$ cat src/rtl/bytebuf_timer_pkg.sv
package bytebuf_timer_pkg;

    localparam int DATA_W = 8;
    localparam int CNT_W  = 2 * DATA_W;

    typedef enum logic [1:0] {
        MODE_OFF   = 2'b00,
        MODE_EVENT = 2'b01,
        MODE_TIMER = 2'b10,
        MODE_PULSE = 2'b11
    } cnt_mode_e;

    localparam logic [1:0] ADDR_CTRL = 2'd0;
    localparam logic [1:0] ADDR_HIGH = 2'd1;
    localparam logic [1:0] ADDR_LOW  = 2'd2;

    localparam int CTRL_MODE_HI = 7;
    localparam int CTRL_MODE_LO = 6;
    localparam int CTRL_RUN     = 4;
    localparam int CTRL_SEL     = 3;

    typedef struct packed {
        cnt_mode_e          mode;
        logic               run;
        logic               sel;
        logic               pw_armed;
        logic [CNT_W-1:0]   cnt;
        logic [CNT_W-1:0]   reload;
        logic [DATA_W-1:0]  lowbuf;
        logic               ovf;
    } tmr_state_t;

endpackage

$ cat src/rtl/bytebuf_timer_sync.sv
module bytebuf_timer_sync #(
    parameter int STAGES = 2
) (
    input  logic clk,
    input  logic rst_n,
    input  logic async_in,
    output logic lvl,
    output logic rise,
    output logic fall
);
    logic [STAGES-1:0] chain_q;
    logic              prev_q;

    generate
        for (genvar i = 0; i < STAGES; i++) begin : g_stage
            if (i == 0) begin : g_first
                always_ff @(posedge clk or negedge rst_n) begin
                    if (!rst_n) chain_q[0] <= 1'b0;
                    else        chain_q[0] <= async_in;
                end
            end else begin : g_next
                always_ff @(posedge clk or negedge rst_n) begin
                    if (!rst_n) chain_q[i] <= 1'b0;
                    else        chain_q[i] <= chain_q[i-1];
                end
            end
        end
    endgenerate

    always_ff @(posedge clk or negedge rst_n) begin
        if (!rst_n) prev_q <= 1'b0;
        else        prev_q <= chain_q[STAGES-1];
    end

    assign lvl  = chain_q[STAGES-1];
    assign rise = chain_q[STAGES-1] & ~prev_q;
    assign fall = ~chain_q[STAGES-1] & prev_q;
endmodule

$ cat src/rtl/bytebuf_timer_tick.sv
module bytebuf_timer_tick #(
    parameter int DIV = 4
) (
    input  logic clk,
    input  logic rst_n,
    output logic tick
);
    localparam int PW = (DIV > 1) ? $clog2(DIV) : 1;
    localparam logic [PW-1:0] LAST = PW'(DIV - 1);

    logic [PW-1:0] div_d, div_q;

    always_comb begin
        div_d = (div_q == LAST) ? '0 : div_q + 1'b1;
    end

    always_ff @(posedge clk or negedge rst_n) begin
        if (!rst_n) div_q <= '0;
        else        div_q <= div_d;
    end

    assign tick = (div_q == LAST);
endmodule

$ cat src/rtl/bytebuf_timer.sv
module bytebuf_timer
    import bytebuf_timer_pkg::*;
#(
    parameter int TICK_DIV    = 4,
    parameter int SYNC_STAGES = 2
) (
    input  logic              clk,
    input  logic              rst_n,
    input  logic [1:0]        bus_addr,
    input  logic              bus_wr,
    input  logic              bus_rd,
    input  logic [DATA_W-1:0] bus_wdata,
    output logic [DATA_W-1:0] bus_rdata,
    input  logic              ext_in,
    input  logic              ovf_clr,
    output logic              ovf_flag
);
    localparam logic [CNT_W-1:0] CNT_MAX = '1;

    tmr_state_t st_d, st_q;
    logic       tick, pin_lvl, pin_rise, pin_fall;
    logic       step, pw_done;

    bytebuf_timer_tick #(.DIV(TICK_DIV)) u_tick (
        .clk   (clk),
        .rst_n (rst_n),
        .tick  (tick)
    );

    bytebuf_timer_sync #(.STAGES(SYNC_STAGES)) u_sync (
        .clk      (clk),
        .rst_n    (rst_n),
        .async_in (ext_in),
        .lvl      (pin_lvl),
        .rise     (pin_rise),
        .fall     (pin_fall)
    );

    always_comb begin
        step = 1'b0;
        if (st_q.run) begin
            unique case (st_q.mode)
                MODE_TIMER: step = tick;
                MODE_EVENT: step = st_q.sel ? pin_fall : pin_rise;
                MODE_PULSE: step = tick && (pin_lvl == st_q.sel);
                default:    step = 1'b0;
            endcase
        end
        pw_done = st_q.run && (st_q.mode == MODE_PULSE) && st_q.pw_armed
                  && (pin_lvl != st_q.sel);
    end

    always_comb begin
        st_d = st_q;

        if (ovf_clr) st_d.ovf = 1'b0;

        if (step) begin
            if (st_q.cnt == CNT_MAX) begin
                st_d.cnt = st_q.reload;
                st_d.ovf = 1'b1;
            end else begin
                st_d.cnt = st_q.cnt + 1'b1;
            end
            if (st_q.mode == MODE_PULSE) st_d.pw_armed = 1'b1;
        end

        if (pw_done) begin
            st_d.run      = 1'b0;
            st_d.pw_armed = 1'b0;
        end

        if (bus_rd && bus_addr == ADDR_HIGH) begin
            st_d.lowbuf = st_q.cnt[DATA_W-1:0];
        end

        if (bus_wr) begin
            unique case (bus_addr)
                ADDR_CTRL: begin
                    st_d.mode     = cnt_mode_e'(bus_wdata[CTRL_MODE_HI:CTRL_MODE_LO]);
                    st_d.run      = bus_wdata[CTRL_RUN];
                    st_d.sel      = bus_wdata[CTRL_SEL];
                    st_d.pw_armed = 1'b0;
                end
                ADDR_HIGH: begin
                    st_d.reload = {bus_wdata, st_q.lowbuf};
                    if (!st_q.run) st_d.cnt = {bus_wdata, st_q.lowbuf};
                end
                ADDR_LOW: st_d.lowbuf = bus_wdata;
                default: ;
            endcase
        end
    end

    always_ff @(posedge clk or negedge rst_n) begin
        if (!rst_n) begin
            st_q <= '{mode: MODE_OFF, run: 1'b0, sel: 1'b0, pw_armed: 1'b0,
                      cnt: '0, reload: '0, lowbuf: '0, ovf: 1'b0};
        end else begin
            st_q <= st_d;
        end
    end

    always_comb begin
        bus_rdata = '0;
        unique case (bus_addr)
            ADDR_CTRL: begin
                bus_rdata[CTRL_MODE_HI:CTRL_MODE_LO] = st_q.mode;
                bus_rdata[CTRL_RUN]                  = st_q.run;
                bus_rdata[CTRL_SEL]                  = st_q.sel;
            end
            ADDR_HIGH: bus_rdata = st_q.cnt[CNT_W-1:DATA_W];
            ADDR_LOW:  bus_rdata = st_q.lowbuf;
            default:   bus_rdata = '0;
        endcase
    end

    assign ovf_flag = st_q.ovf;

    logic [CNT_W-1:0]  mon_cnt, mon_reload;
    logic [DATA_W-1:0] mon_lowbuf;
    logic              mon_run, mon_step;
    logic [1:0]        mon_mode;
    assign mon_cnt    = st_q.cnt;
    assign mon_reload = st_q.reload;
    assign mon_lowbuf = st_q.lowbuf;
    assign mon_run    = st_q.run;
    assign mon_step   = step;
    assign mon_mode   = st_q.mode;
endmodule

$ cat config.mk
export PLATFORM = sky130hd
export DESIGN_NAME = bytebuf_timer
export DESIGN_NICKNAME = d
export VERILOG_FILES = /design/src/rtl/bytebuf_timer_pkg.sv /design/src/rtl/bytebuf_timer_sync.sv /design/src/rtl/bytebuf_timer_tick.sv /design/src/rtl/bytebuf_timer.sv
export SDC_FILE = /design/constraint.sdc
export NUM_CORES = 1
export LEC_CHECK = 0
export BUFFER_PORTS_ARGS = -buffer_cell sky130_fd_sc_hd__buf_4
export CAP_MARGIN = 20
export CORE_MARGIN = 5
export CORE_UTILIZATION = 40
export CTS_CLUSTER_SIZE = 25
export DETAILED_ROUTE_END_ITERATION = 12
export HOLD_SLACK_MARGIN = 0.15
export PLACE_DENSITY_LB_ADDON = 0.2
export SLEW_MARGIN = 40
export SYNTH_ARGS = -nofsm -noshare
export SYNTH_HDL_FRONTEND = slang
export SYNTH_HIERARCHICAL = 1
export SYNTH_SLANG_ARGS = --single-unit
$ cat constraint.sdc
create_clock -name clk -period 2.35 [get_ports clk]
set_input_delay 0.235 -clock clk [delete_from_list [all_inputs] [get_ports clk]]
set_output_delay 0.235 -clock clk [all_outputs]
set_load 0.02 [all_outputs]
=== Word-level counts from Yosys, hierarchy flattened ===
Index checks and enable logic that the tools add are counted.

* Register bits: 51
* Latch bits: 0
* Memory bits (writable): 0
* Memory bits (read-only): 0
* Bits of input ports: 16
* Output and inout port bits: 9
* Logic and storage cells: 57
* Memories kept: 0

* Add/sub/neg operators: 2
* Multiply operators: 0
* Div/mod/pow operators: 0
* Order comparisons: 0
* Equal/unequal tests: 9
* Shift-type cells: 0
* Mux-type cells: 22
* Bitwise operators: 4
* Reduce and logical (&&, ||, !) cells: 8

{| class="wikitable"
|+ Operator list
! operator !! count
|-
| 2-to-1 mux 43 bit || 1
|-
| 2-to-1 mux 16 bit || 2
|-
| 2-to-1 mux 32 bit || 1
|-
| 2-to-1 mux 17 bit || 1
|-
| adder 16 x 1 -> 16 bit, second input constant || 1
|-
| == test 16 bit, second input constant || 1
|-
| 2-to-1 mux 8 bit || 2
|-
| case mux 2 bit (3 select lines) || 2
|-
| == test 2 bit, second input constant || 4
|-
| 2-to-1 mux 1 bit || 8
|-
| case mux 3 bit (2 select lines) || 1
|-
| logical AND 1 bit || 5
|-
| == test 2 x 1 -> 1 bit, second input constant || 2
|-
| AND reduction 2 bit || 2
|-
| 2-to-1 mux 3 bit || 1
|-
| case mux 1 bit (3 select lines) || 1
|-
| adder 2 x 1 -> 2 bit, second input constant || 1
|-
| bitwise AND 1 bit || 2
|-
| logical NOT 2 bit || 1
|-
| 2-to-1 mux 2 bit || 1
|-
| NOT 1 bit || 2
|-
| case mux 1 bit (2 select lines) || 1
|-
| == test 1 bit || 1
|-
| != test 1 bit || 1
|}

=== Longest topological paths before layout ===
Gate-level depths: netlist of the first run.

* Depth in word-level cells: 9
* Depth in mapped cells: 9
* Mapped depth without buffers: 7

=== By module ===
Netlist of the first run, hierarchy kept.

{| class="wikitable"
|+ By module, submodules not included
! module !! times used !! cells each !! area an instance (µm²) !! seq. area each (µm²)
|-
| bytebuf_timer || 1 || 270 || 2623.8 || 1151.1
|-
| bytebuf_timer_sync || 1 || 5 || 90.1 || 75.1
|-
| bytebuf_timer_tick || 1 || 4 || 66.3 || 50.0
|}

=== Worst setup path before layout of the first run ===
OpenSTA, ideal clock, no wires.

* Path type: input-to-reg
* Start: input port bus_addr[1]
* End: register st_q (netlist bit mon_cnt[10])
* Setup time: 0.120 ns
* Data arrival time: 1.566 ns
* Required time: 2.230 ns
* Setup slack: 0.663 ns
* Stages on the path: 8
* Path buffers: 3
* Path through: inv_1 -> ha_1 -> buf_2 -> nand2_1 -> or2_2 -> clkbuf_1 -> buf_2 -> o211a_1

{| class="wikitable"
|+ RTL lines
! item !! line !! source
|-
| start: declaration || bytebuf_timer.sv:9 || <nowiki>input logic [1:0] bus_addr,</nowiki>
|-
| end signal: assignment || bytebuf_timer.sv:97 || <nowiki>st_q <= '{mode: MODE_OFF, run: 1'b0, sel: 1'b0, pw_armed: 1'b0,</nowiki>
|-
| end signal: assignment || bytebuf_timer.sv:100 || <nowiki>st_q <= st_d;</nowiki>
|-
| end: declaration || bytebuf_timer.sv:20 || <nowiki>tmr_state_t st_d, st_q;</nowiki>
|}

==> load_flow_metrics.sql, run 1 <==
INSERT INTO impl_metrics (metric_group, metric, value, unit) VALUES
('worst_hold_path', 'min-delay-path-class', 'input pin to register', ''),
('worst_hold_path', 'whs_endpoint', 'mon_cnt[13]$_DFF_PN0_', ''),
('grt', 'grt_max_degree', '52', ''),
('power', 'power.net_switching', '0.9144', 'mW'),
('timing', 'timing.final.hold_violations', '0', ''),
('finish', 'ff_latch_area', '0.001276', 'mm²'),
('grt', 'grt_overflow', '0', ''),
('placed_design', 'gp_routability_congestion', '0.8938', ''),
('run_status', 'status', 'completed', ''),
('setup_path', 'r2r-start', 'mon_cnt[0]$_DFF_PN0_', ''),
('route', 'first_iter_violations', '140', ''),
('route', 'vias_per_cell', '5.773', ''),
('grt', 'first_global_vias', '2306', ''),
('setup_path', 'worst_r2r_path_depth', '5', ''),
('timing', 'setup_violations', '0', ''),
('synthesis', 'synth_seq_area_share', '45.90', '%'),
('route', 'antenna_violating_nets_post_route', '0', ''),
('cts', 'clock_path_buffers', '2', ''),
('timing', 'final.setup_skew', '0.006395', 'ns'),
('flow_run', 'max-cap-violations', '0', ''),
('finish', 'layout.nets', '324', ''),
('synthesis', 'synth_edf_count', '0', ''),
('timing', 'total_negative_setup_slack', '0', 'ns'),
('synthesis', 'synthXorXnorAreaFrac', '0.3150', '%'),
('setup_path', 'r2r_slack', '0.27', 'ns'),
('power', 'internal_power', '1.630', 'mW'),
('power', 'power.density_cell_area', '807.8', 'mW/mm²'),
('route', 'detailroute.via_count', '2292', ''),
('power', 'combinationalPowerShare', '26.8', '%'),
('synthesis', 'synth_compound_area_share', '17.78', '%'),
('synthesis', 'yosys-mux-area-fraction', '11.48', '%'),
('synthesis', 'async_reset_ff_share', '100.0', '%'),
('floorplan', 'core-area', '0.006794', 'mm²'),
('timing', 'finalCriticalPeriod', '2.078', 'ns'),
('timing', 'worst_slew_margin_rel', '55.54', '%'),
('grt', 'global_route.usage.total', '18.75', '%'),
('power', 'share_of_power_burned_in_the_clock_network', '18.5', '%'),
('timing', 'rsz0062_at_grt', 'false', ''),
('synthesis', 'synth.cell_area', '0.002780', 'mm²'),
('synthesis', 'adder_cell_fraction_of_synth_area', '2.700', '%'),
('synthesis', 'syn-mean-instance-area', '9.965', 'µm²'),
('setup_path', 'crit_path_max_fanout', '7', ''),
('cts', 'worst_setup_hold_path_clk_slew', '0.09', 'ns'),
('floorplan', 'fp.dieW', '93.37', 'µm'),
('grt', 'global_route_wire_length_before_repair', '12580', 'µm'),
('power', 'power_leakage', '1.326', 'nW'),
('power', 'part_of_the_power_in_registers', '54.7', '%'),
('setup_path', 'arrival_time_of_data_at_the_critical_path_endpoint', '2.29', 'ns'),
('floorplan', 'die_height', '93.37', 'µm'),
('worst_hold_path', 'worstHoldPathCells', '3', ''),
('route', 'total_wirelength_of_the_detailed_routed_design', '7457', 'µm'),
('finish', 'layout-drive-gt1-share', '20.27', '%'),
('timing', 'fmax_achieved', '481.2', 'MHz'),
('synthesis', 'synth.distinct_cells', '49', ''),
('cts', 'cts_inserted_buffers', '5', ''),
('worst_hold_path', 'min-delay-start', 'bus_wdata[5]', ''),
('placed_design', 'place_inst', '387', ''),
('setup_path', 'worst_setup_path_start_kind', 'register', ''),
('synthesis', 'main_combinational_cell_family_by_area_after_synthesis', 'compound AO/OA/AOI/OAI gates', ''),
('cts', 'insertion_delay', '0.30', 'ns'),
('synthesis', 'syn_inst', '279', ''),
('finish', 'final_cell_count_no_fill', '397', ''),
('finish', 'area_delta_synth_final', '13.28', '%'),
('timing', 'worst_pin_slew', '0.6669', 'ns'),
('route', 'drt_pre_antenna_iters', '4', ''),
('synthesis', 'yosysWarningCount', '6', ''),
('placed_design', 'port_buffers', '24', ''),
('route', 'wl_per_cell', '18.78', 'µm'),
('timing', 'slew_violations', '0', ''),
('finish', 'diodes', '0', ''),
('synthesis', 'postSynthNetCount', '301', '');
==> sequential cells by signal, summed over array words and instances, names as in the netlist <==
name and cells:
mon_reload 16, mon_mode 2, ovf_flag 1, u_sync/lvl 1, u_sync/chain_q 1, st_q 2
mon_cnt 16, mon_run 1, u_tick/div_q 2, mon_lowbuf 8, u_sync/prev_q 1
==> what timing repair did <==
| item | 4_1_cts | 5_1_grt |
|---|---|---|
| hold endpoints to repair | 54 | 0 |
| hold buffers | 4 | 0 |
| buffers inserted | 0 | 0 |
==> layout by cell type (no fill, tap or decap), types with 2 or more instances in the layout <==
cell,synthesis,final
sky130_fd_sc_hd__mux2i_1,9,9
sky130_fd_sc_hd__o21ai_0,13,13
sky130_fd_sc_hd__o211ai_1,5,5
sky130_fd_sc_hd__nand2_1,37,37
sky130_fd_sc_hd__buf_4,1,30
sky130_fd_sc_hd__nand3_1,11,11
sky130_fd_sc_hd__a222oi_1,4,4
sky130_fd_sc_hd__a311oi_1,2,2
sky130_fd_sc_hd__o31ai_1,6,6
sky130_fd_sc_hd__a21oi_1,6,6
sky130_fd_sc_hd__nand4_1,3,3
sky130_fd_sc_hd__a41oi_1,7,7
sky130_fd_sc_hd__and4_1,2,2
sky130_fd_sc_hd__a211oi_1,5,5
sky130_fd_sc_hd__and3_1,4,4
sky130_fd_sc_hd__o41ai_1,2,2
sky130_fd_sc_hd__nor2_1,17,16
sky130_fd_sc_hd__mux2_2,19,19
sky130_fd_sc_hd__a22oi_1,4,4
sky130_fd_sc_hd__dlygate4sd3_1,0,4
sky130_fd_sc_hd__o22ai_1,2,2
sky130_fd_sc_hd__clkbuf_8,0,5
sky130_fd_sc_hd__dfrtp_1,51,51
sky130_fd_sc_hd__nor3_1,5,5
sky130_fd_sc_hd__a31oi_1,6,6
sky130_fd_sc_hd__and2_1,5,5
sky130_fd_sc_hd__inv_1,7,7
sky130_fd_sc_hd__ha_1,6,6
sky130_fd_sc_hd__nor2b_1,5,5
==> per-layer routing <==
layer / vias to the layer above / part of all wire [%] / track usage, %
li1: 1082 / - / -
met1: 1133 / 49 / 27.41
met4: 0 / 1.3 / 5.617
met2: 70 / 44 / 28.29
met5: - / 0 / 0
met3: 7 / 6.0 / 3.218
==> Yosys cell counts (all sizes together) (2+ instances only) <==
library cell	n	area, µm²
a31oi	6	37.54
nor3	6	35.03
inv	7	26.28
or2	2	12.52
a222oi	4	40.04
clkbuf	12	46.29
o211ai	5	37.54
ha	6	75.07
o31ai	6	45.04
dfrtp	51	1276
a41oi	7	61.31
and3	4	25.02
mux2i	9	90.09
o41ai	2	17.52
nor2b	5	31.28
and2	5	31.28
nor2	17	63.81
nand2	37	138.9
a211oi	5	37.54
mux2	20	229.0
a21oi	6	30.03
and4	2	17.52
nand3	11	55.05
o22ai	2	12.51
a22oi	4	30.03
buf	6	45.04
o21ai	14	70.06
nand4	4	40.04
a311oi	2	17.52
==> cells by family (layout without fill, tap and decap cells) <==
| group | Yosys count | count (layout) |
|---|---|---|
| buffers and inverters | 25 | 47 |
| and+or+nand+nor | 98 | 98 |
| muxes | 29 | 29 |
| AOI/OAI and AO/OA | 69 | 69 |
| adders and majority gates | 6 | 6 |
| DFF | 51 | 51 |
| xor gates and xnor gates | 1 | 1 |
==> metrics by stage <==
step                utilization [%]  area, µm²  hold WS [ns]  total power [mW]  worst slack, ns
finish                        46.35       3149        0.1585             2.544           0.2720
global route                  46.35       3149        0.1577             2.726          0.05558
CTS                           46.32       3147        0.1542             2.571           0.3166
detailed placement            44.66       3034        0.3176             2.081           0.3296
global placement              44.66       3034        0.3173             2.074           0.3455
floorplan                         -       2780      -0.06059             1.821           0.6631
==> worst max path at each step <==
stage	startpoint	end	slack [ns]	cells after the start
4_1_cts	mon_cnt[0]$_DFF_PN0_	mon_cnt[1]$_DFF_PN0_	0.32	6
6_report	mon_cnt[0]$_DFF_PN0_	mon_cnt[8]$_DFF_PN0_	0.27	5
2_1_floorplan	bus_addr[1]	mon_cnt[10]$_DFF_PN0_	0.66	8
5_1_grt	mon_cnt[0]$_DFF_PN0_	mon_cnt[2]$_DFF_PN0_	0.06	5
3_5_place_dp	mon_cnt[0]$_DFF_PN0_	mon_cnt[8]$_DFF_PN0_	0.33	5
3_3_place_gp	mon_cnt[0]$_DFF_PN0_	mon_cnt[1]$_DFF_PN0_	0.35	6
==> power groups by stage <==
stage               logic, mW  clock network [mW]  registers (mW)
finish                  0.683               0.471            1.39
detailed placement      0.679                   0            1.40
CTS                     0.688               0.497            1.39
global placement        0.671                   0            1.40
global route            0.778               0.519            1.43
floorplan               0.540                   0            1.28
==> critical path, cell delays in order, from the launching register on <==
cell and delay (ns):
sky130_fd_sc_hd__dfrtp_1 0.44, sky130_fd_sc_hd__ha_1 0.37, sky130_fd_sc_hd__nand3_1 0.25, sky130_fd_sc_hd__nor2_1 0.49, sky130_fd_sc_hd__a2111oi_0 0.20, sky130_fd_sc_hd__o31ai_1 0.23
==> final cells by class <==
cell class / count / share of cell area, %
Clock buffer: 6 / 2.304
Inverter: 7 / 0.8343
Multi-Input combinational cell: 203 / 44.10
Sequential cell: 51 / 40.52
Tap cell: 96 / 3.814
Timing Repair Buffer: 34 / 8.423
Power figures use the tool's default switching activity.
==> inputs of run 2 (changes only) <==
--- a/config.mk
+++ b/config.mk
@@ -9,6 +9,7 @@
 export CAP_MARGIN = 20
 export CORE_MARGIN = 5
 export CORE_UTILIZATION = 40
+export CTS_BUF_LIST = sky130_fd_sc_hd__clkbuf_16
 export CTS_CLUSTER_SIZE = 25
 export DETAILED_ROUTE_END_ITERATION = 12
 export HOLD_SLACK_MARGIN = 0.15
==> run 2 against run 1 <==
Die area stayed put. Worst setup slack better by 0.033 ns. Global-route usage is the same. Critical path depth unchanged. Design area increased by 1.5%. Maximum frequency is 1.6% higher. Sequential power is essentially flat. Clock skew shrank 0.00087 ns. Sequential share of layout area is 0.59 points lower. Via count down 0.17%. First-iteration DRC count grew 47%. Clock-buffer cell count fell by 1. Critical endpoint unchanged. Largest power group unchanged. Highest routed layer unchanged.
==> load_flow_metrics.sql, run 2 (same netlist as run 1, synthesis figures left out) <==
INSERT INTO impl_metrics (metric_group, metric, value, unit) VALUES
('run_status', 'status', 'completed', ''),
('placed_design', 'gp_routability_congestion', '0.8938', ''),
('power', 'part_of_the_power_in_registers', '50.5', '%'),
('cts', 'post-cts-setup-buffer-count', '0', ''),
('power', 'power_leakage', '1.351', 'nW'),
('finish', 'nFillCells', '662', ''),
('cts', 'cts_inserted_buffers', '5', ''),
('timing', 'final.setup_skew', '0.005529', 'ns'),
('power', 'combinationalPowerShare', '24.8', '%'),
('floorplan', 'fp.dieW', '93.37', 'µm'),
('route', 'first_iter_violations', '206', ''),
('setup_path', 'arrival_time_of_data_at_the_critical_path_endpoint', '2.24', 'ns'),
('timing', 'hold-worst-slack', '0.1583', 'ns'),
('power', 'power.net_switching', '0.9422', 'mW'),
('finish', 'layout.cells.most_common_list', 'sky130_fd_sc_hd__dfrtp_1 (51), sky130_fd_sc_hd__nand2_1 (37), sky130_fd_sc_hd__buf_4 (30)', ''),
('power', 'sw_frac_of_total', '34.22', '%'),
('setup_path', 'worst_setup_path_start_kind', 'register', ''),
('grt', 'antenna_found_initial', '0', ''),
('cts', 'cts_tree', 'done', ''),
('floorplan', 'design.die.area', '0.008718', 'mm²'),
('cts', 'clockRootBuffer', 'sky130_fd_sc_hd__clkbuf_16', ''),
('route', 'drt_drc_violations_left', '0', ''),
('route', 'antenna_violating_nets_post_route', '0', ''),
('floorplan', 'core-area', '0.006794', 'mm²'),
('timing', 'finalCriticalPeriod', '2.045', 'ns'),
('cts', 'clock_path_buffers', '2', ''),
('route', 'detailroute.via_count', '2288', ''),
('floorplan', 'start_util', '40.92', '%'),
('grt', 'first_global_vias', '2294', ''),
('setup_path', 'r2r_slack', '0.30', 'ns'),
('cts', 'worst_setup_hold_path_clk_slew', '0.06', 'ns'),
('timing', 'slew_violations', '0', ''),
('setup_path', 'r2r-start', 'mon_cnt[0]$_DFF_PN0_', ''),
('placed_design', 'place_hpwl', '5215', 'µm'),
('route', 'vias_per_cell', '5.778', ''),
('setup_path', 'worst_r2r_path_depth', '5', ''),
('timing', 'layout_worst_path_cycle_share', '87.04', '%'),
('setup_path', 'timing_endpoint_of_the_critical_path', 'mon_cnt[8]$_DFF_PN0_', ''),
('timing', 'rsz0062_at_grt', 'false', ''),
('flow_run', 'max-cap-violations', '0', ''),
('power', 'power.density_cell_area', '861.5', 'mW/mm²'),
('cts', 'hold_buffers', '3', ''),
('route', 'drt_pre_antenna_iters', '6', ''),
('finish', 'layout_commonest_cell', 'sky130_fd_sc_hd__dfrtp_1', ''),
('floorplan', 'die_height', '93.37', 'µm'),
('route', 'total_wirelength_of_the_detailed_routed_design', '7420', 'µm'),
('timing', 'worst_pin_slew', '0.6610', 'ns'),
('power', 'peakVddDrop', '373.6', 'µV'),
('grt', 'grt_overflow', '0', ''),
('setup_path', 'crit_path_max_fanout', '7', ''),
('cts', 'insertion_delay', '0.29', 'ns'),
('grt', 'global_route.usage.total', '18.75', '%'),
('setup_path', 'worst-endpoint-required', '2.54', 'ns'),
('timing', 'total_negative_setup_slack', '0', 'ns'),
('placed_design', 'port_buffers', '24', ''),
('grt', 'global_route_wire_length_before_repair', '12550', 'µm'),
('setup_path', 'worstSetupPathType', 'register to register', ''),
('power', 'share_of_power_burned_in_the_clock_network', '24.7', '%'),
('setup_path', 'setup.worst_path.end_class', 'register', ''),
('finish', 'layout.nets', '323', ''),
('cts', 'clock_tree.htree_level_count', '2', ''),
('timing', 'worst_slew_margin_rel', '55.93', '%'),
('grt', 'grt_max_degree', '52', ''),
('timing', 'setup_violations', '0', ''),
('worst_hold_path', 'min-delay-start', 'bus_wr', ''),
('cts', 'cts-resized-gates', '0', ''),
('finish', 'area_delta_synth_final', '14.94', '%'),
('floorplan', 'core.rowCount', '30', ''),
('setup_path', 'worst_r2r_endpoint', 'mon_cnt[8]$_DFF_PN0_', ''),
('route', 'wl_per_cell', '18.74', 'µm'),
('power', 'internal_power', '1.811', 'mW'),
('floorplan', 'design.portCount', '25', ''),
('timing', 'fmax_achieved', '488.9', 'MHz'),
('timing', 'timing.final.hold_violations', '0', ''),
('cts', 'number_of_clock_sinks', '51', ''),
('setup_path', 'crit_start', 'mon_cnt[0]$_DFF_PN0_', ''),
('finish', 'layout-drive-gt1-share', '20.33', '%'),
('worst_hold_path', 'min-delay-path-class', 'input pin to register', ''),
('finish', 'diodes', '0', '');
run 2: cell types whose count changed in the layout (fill, tap and decap cells not counted):
cell	change
sky130_fd_sc_hd__dlygate4sd3_1	-1
sky130_fd_sc_hd__inv_1	+1
sky130_fd_sc_hd__clkbuf_16	+5
sky130_fd_sc_hd__clkbuf_1	-1
sky130_fd_sc_hd__clkbuf_8	-5
run 2: layout make-up:
cell class / instances / area, µm² / area share, %
flip-flops and latches: 51 / 1276 / 39.94
multi-input cells: 203 / 1389 / 43.46
clock inverters: 1 / 3.754 / 0.1175
inverters: 7 / 26.28 / 0.8222
repair buffers: 33 / 255.2 / 7.987
clock buffers: 5 / 125.1 / 3.915
well taps: 96 / 120.1 / 3.759
run 2: how the worst min path moves through the flow:
stage,cells after the start,to
final,2,st_q[41]$_DFF_PN0_
after global routing,2,st_q[41]$_DFF_PN0_
after CTS,2,st_q[41]$_DFF_PN0_
after detailed placement,1,mon_mode[0]$_DFFE_PN0P_
after global placement,1,mon_mode[0]$_DFFE_PN0P_
after floorplan,0,mon_cnt[0]$_DFF_PN0_
run 2: stage by stage:
| step | power, mW | setup WS (ns) | util [%] | area [µm²] | instances |
|---|---|---|---|---|---|
| global route | 2.936 | 0.06803 | 47.04 | 3196 | 396 |
| detailed placement | 2.081 | 0.3296 | 44.66 | 3034 | 387 |
| global placement | 2.074 | 0.3455 | 44.66 | 3034 | 387 |
| CTS | 2.773 | 0.3205 | 47.00 | 3193 | 396 |
| floorplan | 1.821 | 0.6631 | - | 2780 | 279 |
| finish | 2.753 | 0.3045 | 47.04 | 3196 | 396 |
run 2: power groups by stage:
stage	clock network (mW)	registers (mW)	logic (mW)
6_report	0.679	1.39	0.682
5_1_grt	0.730	1.43	0.776
4_1_cts	0.699	1.39	0.686
3_5_place_dp	0	1.40	0.679
3_3_place_gp	0	1.40	0.671
2_1_floorplan	0	1.28	0.540
run 2: metal layers:
layer | track usage (%) | up-vias | wire length (µm)
met5 | 0 | - | 0
met4 | 5.128 | 0 | 72
met3 | 2.816 | 7 | 472
met2 | 28.71 | 74 | 3275
met1 | 27.51 | 1124 | 3599
li1 | - | 1083 | -
run 2: worst max-delay path, stage by stage, from the launching register on:
cell	delay [ns]
sky130_fd_sc_hd__dfrtp_1	0.44
sky130_fd_sc_hd__ha_1	0.37
sky130_fd_sc_hd__nand3_1	0.24
sky130_fd_sc_hd__nor2_1	0.47
sky130_fd_sc_hd__a2111oi_0	0.20
sky130_fd_sc_hd__o31ai_1	0.23
